==> src/rtl/tmrPkg.sv <==
package tmrPkg;
  typedef enum logic [1:0] {
    ALIGN_EDGE = 2'b00,
    ALIGN_DN   = 2'b01,
    ALIGN_UP   = 2'b10,
    ALIGN_BOTH = 2'b11
  } alignE;

  typedef struct packed {
    logic run;
    logic center;
    logic edgeDown;
    logic gateUp;
    logic gateDown;
    logic loadCnt;
  } stbT;

  localparam logic [1:0] ADR_CTRL = 2'd0;
  localparam logic [1:0] ADR_ARR  = 2'd1;
  localparam logic [1:0] ADR_CMP  = 2'd2;
  localparam logic [1:0] ADR_CNT  = 2'd3;
endpackage

==> src/rtl/tmrCtrl.sv <==
module tmrCtrl
  import tmrPkg::*;
#(
  parameter int CW = 16
) (
  input  logic          clk,
  input  logic          rstN,
  input  logic          wrEn,
  input  logic [1:0]    wrAddr,
  input  logic [CW-1:0] wrData,
  input  logic [1:0]    rdAddr,
  input  logic          wrapNow,
  input  logic          dirState,
  input  logic [CW-1:0] cntVal,
  output stbT           stb,
  output logic [CW-1:0] arrActive,
  output logic [CW-1:0] cmpVal,
  output logic [1:0]    sampleDiv,
  output logic [CW-1:0] rdData
);
  localparam int PADW = CW - 8;

  logic          runQ, oneShotQ, dirQ, bufQ;
  alignE         modeQ, newMode;
  logic [1:0]    divQ;
  logic [CW-1:0] arrPre, arrAct, cmpQ;
  logic          wrCtrl, wrArr, wrCmp, illegal, dirRead;

  assign wrCtrl  = wrEn && (wrAddr == ADR_CTRL);
  assign wrArr   = wrEn && (wrAddr == ADR_ARR);
  assign wrCmp   = wrEn && (wrAddr == ADR_CMP);
  assign newMode = alignE'(wrData[4:3]);
  assign illegal = runQ && (modeQ == ALIGN_EDGE) && (newMode != ALIGN_EDGE);

  always_ff @(posedge clk or negedge rstN) begin
    if (!rstN) begin
      runQ     <= 1'b0;
      oneShotQ <= 1'b0;
      dirQ     <= 1'b0;
      modeQ    <= ALIGN_EDGE;
      bufQ     <= 1'b0;
      divQ     <= 2'b00;
    end else if (wrCtrl && !illegal) begin
      runQ     <= wrData[0];
      oneShotQ <= wrData[1];
      if (newMode == ALIGN_EDGE) dirQ <= wrData[2];
      modeQ    <= newMode;
      bufQ     <= wrData[5];
      divQ     <= wrData[7:6];
    end else if (wrapNow && oneShotQ) begin
      runQ <= 1'b0;
    end
  end

  always_ff @(posedge clk or negedge rstN) begin
    if (!rstN) begin
      arrPre <= '1;
      arrAct <= '1;
      cmpQ   <= '0;
    end else begin
      if (wrapNow) arrAct <= arrPre;
      if (wrArr) begin
        arrPre <= wrData;
        if (!bufQ) arrAct <= wrData;
      end
      if (wrCmp) cmpQ <= wrData;
    end
  end

  assign stb.run      = runQ;
  assign stb.center   = (modeQ != ALIGN_EDGE);
  assign stb.edgeDown = dirQ;
  assign stb.gateUp   = (modeQ == ALIGN_EDGE) || (modeQ == ALIGN_UP) || (modeQ == ALIGN_BOTH);
  assign stb.gateDown = (modeQ == ALIGN_EDGE) || (modeQ == ALIGN_DN) || (modeQ == ALIGN_BOTH);
  assign stb.loadCnt  = wrEn && (wrAddr == ADR_CNT);

  assign arrActive = arrAct;
  assign cmpVal    = cmpQ;
  assign sampleDiv = divQ;
  assign dirRead   = (modeQ != ALIGN_EDGE) ? dirState : dirQ;

  always_comb begin
    case (rdAddr)
      ADR_CTRL: rdData = {{PADW{1'b0}}, divQ, bufQ, modeQ, dirRead, oneShotQ, runQ};
      ADR_ARR:  rdData = arrPre;
      ADR_CMP:  rdData = cmpQ;
      default:  rdData = cntVal;
    endcase
  end

  // a one-shot run ends at its first update
  a_r7_oneshot_stops: assert property (@(posedge clk) disable iff (!rstN)
    (runQ && oneShotQ && wrapNow && !wrCtrl) |=> !runQ);

  // a running edge-mode counter never enters a center mode
  a_r8_no_center_switch: assert property (@(posedge clk) disable iff (!rstN)
    (runQ && modeQ == ALIGN_EDGE) |=> (modeQ == ALIGN_EDGE));

  // an unbuffered limit write is live on the next cycle
  a_r6_unbuffered_write: assert property (@(posedge clk) disable iff (!rstN)
    (wrArr && !bufQ) |=> (arrAct == $past(wrData)));
endmodule

==> src/rtl/tmrPath.sv <==
module tmrPath
  import tmrPkg::*;
#(
  parameter int CW = 16
) (
  input  logic          clk,
  input  logic          rstN,
  input  stbT           stb,
  input  logic [CW-1:0] loadVal,
  input  logic [CW-1:0] arrActive,
  input  logic [CW-1:0] cmpVal,
  input  logic [1:0]    sampleDiv,
  output logic [CW-1:0] cntQ,
  output logic          dirState,
  output logic          countDown,
  output logic          wrapNow,
  output logic          updateEvt,
  output logic          cmpFlag,
  output logic          sampleEn
);
  localparam logic [CW-1:0] ONE = 1;

  logic          dirDnQ, atTop, atBot, turn, goingDown, match;
  logic [CW-1:0] nextCnt;
  logic [1:0]    divCnt, divMask;

  assign atTop     = (cntQ >= arrActive);
  assign atBot     = (cntQ == '0);
  assign goingDown = stb.center ? dirDnQ : stb.edgeDown;
  assign turn      = goingDown ? atBot : atTop;
  assign wrapNow   = stb.run && turn && !stb.loadCnt;
  assign match     = (cntQ == cmpVal) && (goingDown ? stb.gateDown : stb.gateUp);

  always_comb begin
    if (!stb.center) begin
      if (stb.edgeDown) nextCnt = atBot ? arrActive : cntQ - ONE;
      else              nextCnt = atTop ? '0 : cntQ + ONE;
    end else if (dirDnQ) begin
      nextCnt = atBot ? ((arrActive == '0) ? '0 : ONE) : cntQ - ONE;
    end else begin
      nextCnt = atTop ? (atBot ? '0 : cntQ - ONE) : cntQ + ONE;
    end
  end

  always_ff @(posedge clk or negedge rstN) begin
    if (!rstN) begin
      cntQ      <= '0;
      dirDnQ    <= 1'b0;
      updateEvt <= 1'b0;
      cmpFlag   <= 1'b0;
    end else begin
      if (stb.loadCnt)  cntQ <= loadVal;
      else if (stb.run) cntQ <= nextCnt;
      if (!stb.center)  dirDnQ <= 1'b0;
      else if (wrapNow) dirDnQ <= ~dirDnQ;
      updateEvt <= wrapNow;
      cmpFlag   <= stb.run && match;
    end
  end

  always_comb begin
    case (sampleDiv)
      2'b00:   divMask = 2'b00;
      2'b01:   divMask = 2'b01;
      default: divMask = 2'b11;
    endcase
  end

  always_ff @(posedge clk or negedge rstN) begin
    if (!rstN) divCnt <= 2'b00;
    else       divCnt <= divCnt + 2'b01;
  end

  assign sampleEn  = ((divCnt & divMask) == divMask);
  assign dirState  = dirDnQ;
  assign countDown = goingDown;

  // edge up-counting below the limit advances by one
  a_r2_up_step: assert property (@(posedge clk) disable iff (!rstN)
    (stb.run && !stb.center && !stb.edgeDown && !stb.loadCnt && !atTop)
    |=> (cntQ == $past(cntQ) + ONE));

  // edge down-counting at zero reloads the limit
  a_r3_down_reload: assert property (@(posedge clk) disable iff (!rstN)
    (stb.run && !stb.center && stb.edgeDown && !stb.loadCnt && atBot)
    |=> (cntQ == $past(arrActive)));

  // an update pulse only follows a running cycle
  a_r4_update_running: assert property (@(posedge clk) disable iff (!rstN)
    updateEvt |-> $past(stb.run));

  // with up-gating off in a center mode, a flag means the count was falling
  a_r5_flag_gate: assert property (@(posedge clk) disable iff (!rstN)
    (cmpFlag && $past(stb.center) && !$past(stb.gateUp)) |-> $past(dirDnQ));

  // at divide-by-four, two enables are never adjacent
  a_r10_spacing: assert property (@(posedge clk) disable iff (!rstN)
    (sampleEn && sampleDiv == 2'b10 && $past(sampleDiv) == 2'b10) |-> !$past(sampleEn));
endmodule

==> src/rtl/tmrCore.sv <==
module tmrCore
  import tmrPkg::*;
#(
  parameter int CW = 16
) (
  input  logic          clk,
  input  logic          rstN,
  input  logic          wrEn,
  input  logic [1:0]    wrAddr,
  input  logic [CW-1:0] wrData,
  input  logic [1:0]    rdAddr,
  output logic [CW-1:0] rdData,
  output logic          updateEvt,
  output logic          countDown,
  output logic          cmpFlag,
  output logic          sampleEn
);
  stbT           stb;
  logic [CW-1:0] arrActive, cmpVal, cntQ;
  logic [1:0]    sampleDiv;
  logic          wrapNow, dirState;

  tmrCtrl #(.CW(CW)) uCtrl (
    .clk(clk), .rstN(rstN), .wrEn(wrEn), .wrAddr(wrAddr), .wrData(wrData),
    .rdAddr(rdAddr), .wrapNow(wrapNow), .dirState(dirState), .cntVal(cntQ),
    .stb(stb), .arrActive(arrActive), .cmpVal(cmpVal), .sampleDiv(sampleDiv),
    .rdData(rdData)
  );

  tmrPath #(.CW(CW)) uPath (
    .clk(clk), .rstN(rstN), .stb(stb), .loadVal(wrData), .arrActive(arrActive),
    .cmpVal(cmpVal), .sampleDiv(sampleDiv), .cntQ(cntQ), .dirState(dirState),
    .countDown(countDown), .wrapNow(wrapNow), .updateEvt(updateEvt),
    .cmpFlag(cmpFlag), .sampleEn(sampleEn)
  );
endmodule

==> config.mk <==
export PLATFORM = sky130hd
export DESIGN_NAME = tmrCore
export DESIGN_NICKNAME = d
export VERILOG_FILES = /design/src/rtl/tmrPkg.sv /design/src/rtl/tmrCtrl.sv /design/src/rtl/tmrPath.sv /design/src/rtl/tmrCore.sv
export SDC_FILE = /design/constraint.sdc
export NUM_CORES = 1
export LEC_CHECK = 0
export ABC_AREA = 0
export ABC_CLOCK_PERIOD_IN_PS = 4650
export CAP_MARGIN = 20
export CORE_ASPECT_RATIO = 0.6
export CORE_MARGIN = 10
export CORE_UTILIZATION = 43
export CTS_BUF_LIST = sky130_fd_sc_hd__clkbuf_8
export CTS_CLUSTER_DIAMETER = 150
export DETAILED_ROUTE_END_ITERATION = 10
export PLACE_DENSITY = 0.61
export SLEW_MARGIN = 10
export SYNTH_ARGS = -nofsm -noshare
export SYNTH_HDL_FRONTEND = slang
export SYNTH_SLANG_ARGS = --single-unit
export TNS_END_PERCENT = 1
==> constraint.sdc <==
create_clock -name clk -period 4.65 [get_ports clk]
set_input_delay 0.93 -clock clk [delete_from_list [all_inputs] [get_ports clk]]
set_output_delay 0.93 -clock clk [all_outputs]
set_load 0.05 [all_outputs]
==> results.tsv, run 1 <==
stage	metric	value	unit
route	viasPerCell	5.885	
logic_synthesis	yosysWarnings	0	
timing	max-slew-margin-rel	0.2709	
floorplanning	chipHeight	105.6	um
logic_synthesis	synth_commonest_cells	nand2_1, dfrtp_1, mux2_2	
timing	grt_setup_unrepaired	no	
power	switching_power	1.873	mW
critical_path	worstSetupStartpointType	primary input	
placement	place_inst	714	
critical_path	cp_slowest_cell	clkdlybuf4s50_1	
power	p_clk_frac	0.118	
clocking	cts.sinks	77	
layout	fillerInstances	1088	
layout	multiInputGateArea	0.003010	mm2
critical_path	critical_path.max_fanout	9	
critical_path	worstPathCellList	clkdlybuf4s50_1 -> mux4_2 -> clkdlybuf4s50_1	
critical_path	path_class	primary input to output port	
floorplanning	fp-row-count	31	
critical_path	r2r_cells	11	
critical_path	critical_path.max_stage_delay	0.85	ns
clocking	cts_resized	0	
clocking	path_clk_slew	0.09	ns
route	routedWlPerCell	21.97	um
logic_synthesis	synth_cell_type_count	58	
layout	final_cells	730	
logic_synthesis	syn_area	0.005254	mm2
placement	post-dp-hpwl	11850	um
critical_path	worstReg2RegStart	uCtrl.arrActive[14]	
logic_synthesis	syn_avg_cell_area	9.913	um2
logic_synthesis	synth_edf_count	0	
timing	clock_skew	0.01203	ns
logic_synthesis	yosysMostFrequentCell	nand2_1	
route	vias	4296	
timing	fmax	248.0	MHz
route	first_pass_iters	5	
timing	period_minus_slack	4.033	ns
logic_synthesis	synth-seq-cells	77	
worst_hold_path	hold_path_end	uPath.divCnt[1]	
route	drc_errors	0	
route	wl	16040	um
timing	slew_viol_final	0	
critical_path	cp.required	3.72	ns
clocking	clk_latency	0.37	ns
logic_synthesis	synth_area_leaders	dfrtp_1, dfstp_2, mux2_2	
power	p_leak	2.370	nW
clocking	cts_setup_buffers	0	
power	p_int	2.008	mW
layout	syn2layout_area_growth	13.36	%
critical_path	crit_top_cell	clkdlybuf4s50_1	
timing	hold_violations	0	
power	p_seq_frac	0.344	
timing	setup-tns-final	0	ns
floorplanning	start_util	0.4384	
floorplanning	die_area	0.01718	mm2
floorplanning	die_w	162.7	um
route	drt_iter0_drc	451	
clocking	numCtsBuffers	9	
power	pwr-share-comb	0.538	
layout	drive_gt1_frac	0.2619	
power	netSwitchingFraction	0.4826	
critical_path	worst_ep_arrival_time	3.10	ns
timing	finalCritPeriodShare	0.8672	
critical_path	cp-end-kind	output port	
placement	place_congestion	0.9452	
floorplanning	pin_count	43	
global_routing	antenna_found_initial	0	
placement	io_buffers	42	
timing	tightest_slew	1.090	ns
global_routing	grt_first_pass_wirelength	25030	um
worst_hold_path	min_path_type	register to register	
critical_path	reg2reg_to	uCtrl.arrActive[15]	
run	drv_cap	0	
layout	antenna_cells	0	
timing	setup_ws	0.6174	ns
logic_synthesis	synthCells	530	
worst_hold_path	holdCritStartpoint	uPath.divCnt[1]	
clocking	clockBufferDepth	2	
clocking	cts_tree	done	
clocking	postCtsHoldBufs	0	
status	outcome	finished, final reports clean	
timing	setup_viol	0	
critical_path	r2r_slack	1.51	ns
logic_synthesis	yosysTopAreaCell	dfrtp_1	
logic_synthesis	ys_seq_area_frac	0.3744	
clocking	cts_root_buf	clkbuf_8	
logic_synthesis	synth_top_area_share	0.2143	
global_routing	grt.overflow.total	0	
global_routing	grt_use_total	0.1867	
layout	nets	602	
floorplanning	core	0.01199	mm2
worst_hold_path	hold-path-cell-count	1	
power	power_density	651.6	mW/mm2
logic_synthesis	ys.flop_type	dfrtp_1	
global_routing	grt_pass1_vias	4209	
power	vdd_drop_max	0.0002168	V
global_routing	grt_max_degree	78	
logic_synthesis	synth.net_count	572	
placement	pre_cts_slack	0.6192	ns
logic_synthesis	postSynth.asyncResetShare	1.000	
route	ant_nets	0	
layout	seqCellArea	0.001967	mm2
clocking	htree_levels	3	
-- worst max-delay path: cells and delay by family --
kind     cells  cell delay [ns]
mux          1             0.59
buf+inv      2             1.58
-- area by class of cell --
| class | count | share of cell area |
|---|---|---|
| multi-input cells | 392 | 0.5055 |
| flip-flops and latches | 77 | 0.3303 |
| repair buffers | 57 | 0.08571 |
| well taps | 165 | 0.03466 |
| clock buffers | 9 | 0.02080 |
| inverters | 23 | 0.01576 |
| clock inverters | 7 | 0.007353 |
-- kinds of logic after synthesis --
group,count (synthesis),share of synthesized area
XOR/XNOR,43,0.07168
adder cells (fa/ha/maj),19,0.04525
multiplexers,70,0.1631
AO/OA/AOI/OAI,103,0.1327
AND/OR/NAND/NOR,157,0.1598
flip-flops,77,0.3744
buffers and inverters,61,0.05311
-- state kept, by name, indices dropped and copies added, names as in the netlist --
signal and cells:
uCtrl.dirQ 1, uCtrl.runQ 1, uCtrl.cmpVal 16, uPath.cmpFlag 1, uPath.divCnt 2, uCtrl.sampleDiv 2
uPath.dirState 1, uCtrl.bufQ 1, uCtrl.arrActive 16, uCtrl.oneShotQ 1, uCtrl.modeQ 2, uCtrl.arrPre 16
uPath.updateEvt 1, uPath.cntQ 16
-- per-stage QoR --
step / instance area, um2 / util / hold slack, ns / power [mW]
final: 5956 / 0.4969 / 0.4843 / 3.880
after floorplan: 5254 / - / 0.4387 / 2.754
after global routing: 5956 / 0.4969 / 0.4970 / 4.137
after detailed placement: 5788 / 0.4829 / 0.4698 / 3.383
after CTS: 5956 / 0.4969 / 0.4867 / 3.857
after global placement: 5788 / 0.4829 / 0.4567 / 3.327
-- power groups by stage --
stage                     Combinational (mW)  Sequential [mW]  Clock (mW)
after floorplan                         1.63             1.12           0
after global placement                  2.00             1.32           0
after detailed placement                2.05             1.33           0
after CTS                               2.07             1.31       0.473
after global routing                    2.28             1.36       0.497
final                                   2.09             1.33       0.459
-- layer usage --
metal | vias up | share of wire | global-route usage
met5 | - | 0 | 0
met4 | 0 | 0.014 | 0.04295
met3 | 20 | 0.088 | 0.04235
met2 | 189 | 0.40 | 0.2481
met1 | 2123 | 0.50 | 0.2921
li1 | 1964 | - | -
-- cell usage in the layout, fill, tap and decap left out, types with 21 or more instances in the layout --
cell / count
dfstp_2: 32
xor2_1: 22
mux2_2: 45
xnor2_1: 21
buf_4: 24
dfrtp_1: 45
o21ai_1: 26
clkdlybuf4s50_1: 33
nor3_1: 22
nand2_1: 55
inv_1: 24
-- how the worst max path moves through the flow --
stage | from | to | slack (ns) | depth (start not counted)
2_1_floorplan | rdAddr[0] | rdData[10] | 1.37 | 4
3_3_place_gp | rdAddr[0] | rdData[7] | 0.66 | 3
3_5_place_dp | rdAddr[0] | rdData[0] | 0.62 | 3
4_1_cts | rdAddr[0] | rdData[5] | 0.62 | 3
5_1_grt | rdAddr[0] | rdData[11] | 0.50 | 5
6_report | rdAddr[0] | rdData[5] | 0.62 | 3
(Power assumes the default switching activity.)
==> inputs of run 2 (changes only) <==
--- a/config.mk
+++ b/config.mk
@@ -9,7 +9,6 @@
 export ABC_CLOCK_PERIOD_IN_PS = 4650
 export CAP_MARGIN = 20
 export CORE_ASPECT_RATIO = 0.6
-export CORE_MARGIN = 10
 export CORE_UTILIZATION = 43
 export CTS_BUF_LIST = sky130_fd_sc_hd__clkbuf_8
 export CTS_CLUSTER_DIAMETER = 150
==> results.tsv, run 2 (same netlist as run 1, synthesis figures left out) <==
stage	metric	value	unit
status	outcome	finished, final reports clean	
timing	hold_violations	0	
critical_path	worst_ep_arrival_time	3.09	ns
timing	holdWs	0.4734	ns
critical_path	worstReg2RegStart	uCtrl.arrActive[15]	
critical_path	startpoint	rdAddr[0]	
critical_path	critical_path.max_fanout	9	
layout	seqCellArea	0.001967	mm2
route	wl	15920	um
timing	period_minus_slack	4.019	ns
power	p_seq_frac	0.361	
timing	fmax	248.8	MHz
clocking	path_clk_slew	0.10	ns
layout	drive_gt1_frac	0.2616	
clocking	postCtsHoldBufs	0	
floorplanning	pin_count	43	
layout	nets	599	
power	p_int	2.006	mW
critical_path	path_class	primary input to output port	
global_routing	grt.overflow.total	0	
timing	slew_viol_final	0	
route	routedWlPerCell	22.05	um
placement	placed_area	0.005759	mm2
worst_hold_path	min_path_type	register to register	
route	ant_nets	0	
floorplanning	core	0.01160	mm2
timing	grt_setup_unrepaired	no	
route	drt_iter0_drc	403	
run	drv_cap	0	
timing	setup-tns-final	0	ns
power	p_clk_frac	0.131	
layout	final_area	0.005946	mm2
floorplanning	fp-row-count	30	
timing	finalCritPeriodShare	0.8644	
power	vdd_drop_max	0.0002654	V
power	switching_power	1.919	mW
worst_hold_path	holdCritStartpoint	uPath.divCnt[1]	
placement	place_inst	706	
timing	clock_skew	0.01236	ns
route	vias	4321	
clocking	cts.sinks	77	
placement	place_congestion	0.9167	
global_routing	antenna_found_initial	0	
clocking	numCtsBuffers	9	
layout	antenna_cells	0	
clocking	clk_latency	0.37	ns
layout	fin_util	0.5126	
critical_path	cp-end-kind	output port	
clocking	cts_resized	0	
route	viasPerCell	5.985	
layout	mostFrequentLayoutCell	nand2_1	
layout	syn2layout_area_growth	13.17	%
layout	multiInputGateArea	0.003010	mm2
power	p_leak	2.358	nW
power	pwr-share-comb	0.508	
global_routing	grt_use_total	0.2659	
power	power_density	660.1	mW/mm2
timing	setup_viol	0	
critical_path	worstSetupStartpointType	primary input	
global_routing	grt_max_degree	78	
clocking	clockBufferDepth	2	
layout	layout_common_cells	nand2_1, mux2_2, dfrtp_1, clkdlybuf4s50_1, dfstp_2	
floorplanning	die_area	0.01268	mm2
clocking	htree_levels	3	
floorplanning	start_util	0.4530	
placement	post-dp-hpwl	11600	um
route	drc_errors	0	
clocking	cts_root_buf	clkbuf_8	
timing	setup_ws	0.6307	ns
layout	fillerInstances	1053	
clocking	cts_tree	done	
critical_path	cp.required	3.72	ns
global_routing	grt_first_pass_wirelength	24560	um
placement	pre_cts_slack	0.6219	ns
clocking	cts_setup_buffers	0	
layout	final_cells	722	
timing	tightest_slew	1.017	ns
timing	max-slew-margin-rel	0.3200	
power	power	3.925	mW
route	first_pass_iters	5	
floorplanning	die_w	144.7	um
power	netSwitchingFraction	0.4889	
floorplanning	chipHeight	87.62	um
global_routing	grt_pass1_vias	4059	
placement	io_buffers	42	
## run 2: power groups by stage
stage | sequential (mW) | combinational, mW | clock [mW]
6_report | 1.42 | 1.99 | 0.513
5_1_grt | 1.44 | 2.17 | 0.547
4_1_cts | 1.39 | 1.98 | 0.518
3_5_place_dp | 1.40 | 1.96 | 0
3_3_place_gp | 1.40 | 1.91 | 0
2_1_floorplan | 1.12 | 1.63 | 0
## run 2: per-layer routing
metal	track usage	routed length, um
met5	0	0
met3	0.06944	1455
met2	0.3497	6224
met4	0.05167	156
met1	0.4248	8086
## run 2: layout make-up
cell class / count / area share
clock buffers: 9 / 0.02083
clock inverters: 7 / 0.01052
inverters: 23 / 0.01578
multi-input cells: 392 / 0.5063
flip-flops and latches: 77 / 0.3308
well taps: 160 / 0.03367
repair buffers: 54 / 0.08207
## run 2: worst paths after layout
kind | end | slack [ns] | depth (start not counted)
hold reg to reg | uPath.divCnt[1] | 0.47 | 1
min in group asynchronous | uPath.dirState | 0.72 | 1
max in group asynchronous | uPath.cntQ[12] | 3.26 | 1
setup reg to reg | uCtrl.arrActive[13] | 1.45 | 11
setup / recovery | rdData[1] | 0.63 | 3
hold / removal | uPath.divCnt[1] | 0.47 | 1
## run 2: critical path: stages
cell and delay, ns:
clkdlybuf4s50_1 0.84, mux4_2 0.59, clkdlybuf4s50_1 0.72
==> inputs of run 3 (changes only) <==
--- a/config.mk
+++ b/config.mk
@@ -8,12 +8,14 @@
 export ABC_AREA = 0
 export ABC_CLOCK_PERIOD_IN_PS = 4650
 export CAP_MARGIN = 20
+export CELL_PAD_IN_SITES_DETAIL_PLACEMENT = 0
+export CELL_PAD_IN_SITES_GLOBAL_PLACEMENT = 2
 export CORE_ASPECT_RATIO = 0.6
-export CORE_UTILIZATION = 43
+export CORE_UTILIZATION = 42
 export CTS_BUF_LIST = sky130_fd_sc_hd__clkbuf_8
 export CTS_CLUSTER_DIAMETER = 150
 export DETAILED_ROUTE_END_ITERATION = 10
-export PLACE_DENSITY = 0.61
+export PLACE_DENSITY = 0.87
 export SLEW_MARGIN = 10
 export SYNTH_ARGS = -nofsm -noshare
 export SYNTH_HDL_FRONTEND = slang
==> results.tsv, run 3 (same netlist as run 1, synthesis figures left out) <==
stage	metric	value	unit
timing	finalCritPeriodShare	0.8634	
critical_path	cp-end-kind	output port	
placement	pre_cts_slack	0.6350	ns
route	routedWlPerCell	22.13	um
floorplanning	die_area	0.01298	mm2
placement	io_buffers	42	
status	outcome	finished, final reports clean	
layout	syn2layout_area_growth	13.96	%
timing	max-slew-margin-rel	0.3366	
clocking	numCtsBuffers	9	
layout	nets	599	
timing	clock_skew	0.009506	ns
placement	place_congestion	0.8367	
timing	tightest_slew	0.9951	ns
timing	period_minus_slack	4.015	ns
global_routing	grt_first_pass_wirelength	25100	um
clocking	path_clk_slew	0.08	ns
critical_path	path_class	primary input to output port	
power	vdd_drop_max	0.0002504	V
placement	post-dp-hpwl	11690	um
route	first_pass_iters	5	
layout	drive_gt1_frac	0.2598	
layout	layout_common_cells	nand2_1, mux2_2, dfrtp_1, clkdlybuf4s50_1, dfstp_2	
layout	mostFrequentLayoutCell	nand2_1	
placement	place_inst	711	
timing	setup_ws	0.6352	ns
critical_path	cp.required	3.72	ns
layout	multiInputGateArea	0.003010	mm2
layout	final_cells	727	
layout	antenna_cells	0	
clocking	clockBufferDepth	2	
layout	fillerInstances	1113	
power	power_density	665.8	mW/mm2
route	drt_iter0_drc	349	
floorplanning	die_w	146.4	um
run	drv_cap	0	
worst_hold_path	min_path_type	register to register	
power	p_leak	2.371	nW
clocking	clk_latency	0.36	ns
floorplanning	pin_count	43	
clocking	htree_levels	3	
layout	seqCellArea	0.001967	mm2
clocking	cts_setup_buffers	0	
floorplanning	fp-row-count	31	
clocking	cts.sinks	77	
global_routing	grt.overflow.total	0	
clocking	cts_root_buf	clkbuf_8	
critical_path	worstSetupStartpointType	primary input	
route	drc_errors	0	
clocking	cts_resized	0	
timing	slew_viol_final	0	
route	viasPerCell	5.981	
timing	setup-tns-final	0	ns
timing	fmax	249.1	MHz
timing	hold_violations	0	
timing	grt_setup_unrepaired	no	
critical_path	critical_path.max_fanout	9	
route	vias	4348	
route	ant_nets	0	
global_routing	grt_pass1_vias	4139	
global_routing	grt_use_total	0.2617	
route	wl	16090	um
floorplanning	core	0.01214	mm2
floorplanning	start_util	0.4328	
global_routing	grt_max_degree	78	
clocking	cts_tree	done	
critical_path	worst_ep_arrival_time	3.08	ns
clocking	postCtsHoldBufs	0	
global_routing	antenna_found_initial	0	
timing	setup_viol	0	
floorplanning	chipHeight	88.64	um
## run 3: changes by cell type in the layout (fill, tap and decap cells not counted)
| cell | delta |
|---|---|
| bufinv_16 | +2 |
| inv_6 | -2 |
| inv_8 | -2 |
| clkinv_2 | -1 |
| clkinv_4 | +1 |
| clkinvlp_4 | +1 |
| inv_1 | +1 |
## run 3: path summary, 6_finish.rpt
check	startpoint	to	slack (ns)	depth (start not counted)
worst min register to register	uPath.divCnt[1]	uPath.divCnt[1]	0.48	1
min in group asynchronous	rstN	uPath.cntQ[13]	0.70	1
worst max-delay path	rdAddr[0]	rdData[7]	0.64	3
worst min-delay path	uPath.divCnt[1]	uPath.divCnt[1]	0.48	1
max in group asynchronous	rstN	uPath.cntQ[4]	3.29	1
worst max register to register	uCtrl.arrActive[15]	uCtrl.arrActive[2]	1.53	11
## run 3: power breakdown
part           switching (mW)  total (mW)  internal (mW)
Sequential              0.438        1.41          0.968
Combinational            1.17        2.00          0.829
Clock                   0.276       0.581          0.305
Total                    1.88        3.99           2.10
## run 3: cell type report
class	count	share of cell area
timing repair buffer	54	0.08150
tap	165	0.03448
sequential	77	0.3285
multi-input combinational	392	0.5028
clock inverter	7	0.01630
inverter	23	0.01567
clock buffer	9	0.02069
## run 3: worst max-delay path, stage by stage
cell,delay (ns)
clkdlybuf4s50_1,0.83
mux4_2,0.59
clkdlybuf4s50_1,0.72
## run 3: metrics by stage
stage	util	total power, mW	hold slack (ns)	cell area (um2)
after floorplan	-	2.754	0.4387	5254
after global placement	0.4749	3.335	0.4562	5766
after detailed placement	0.4749	3.367	0.4627	5766
after CTS	0.4931	3.961	0.4774	5987
after global routing	0.4931	4.252	0.4991	5987
final	0.4931	3.986	0.4752	5987
## run 3: per-layer routing
metal  track usage  routed length, um  share of wire  up-vias
li1              -                  -              -     1956
met1        0.4116               8184           0.51     2188
met2        0.3602               6391           0.40      188
met3       0.05773               1380          0.086       16
met4       0.05019                132         0.0082        0
met5             0                  0              0        -
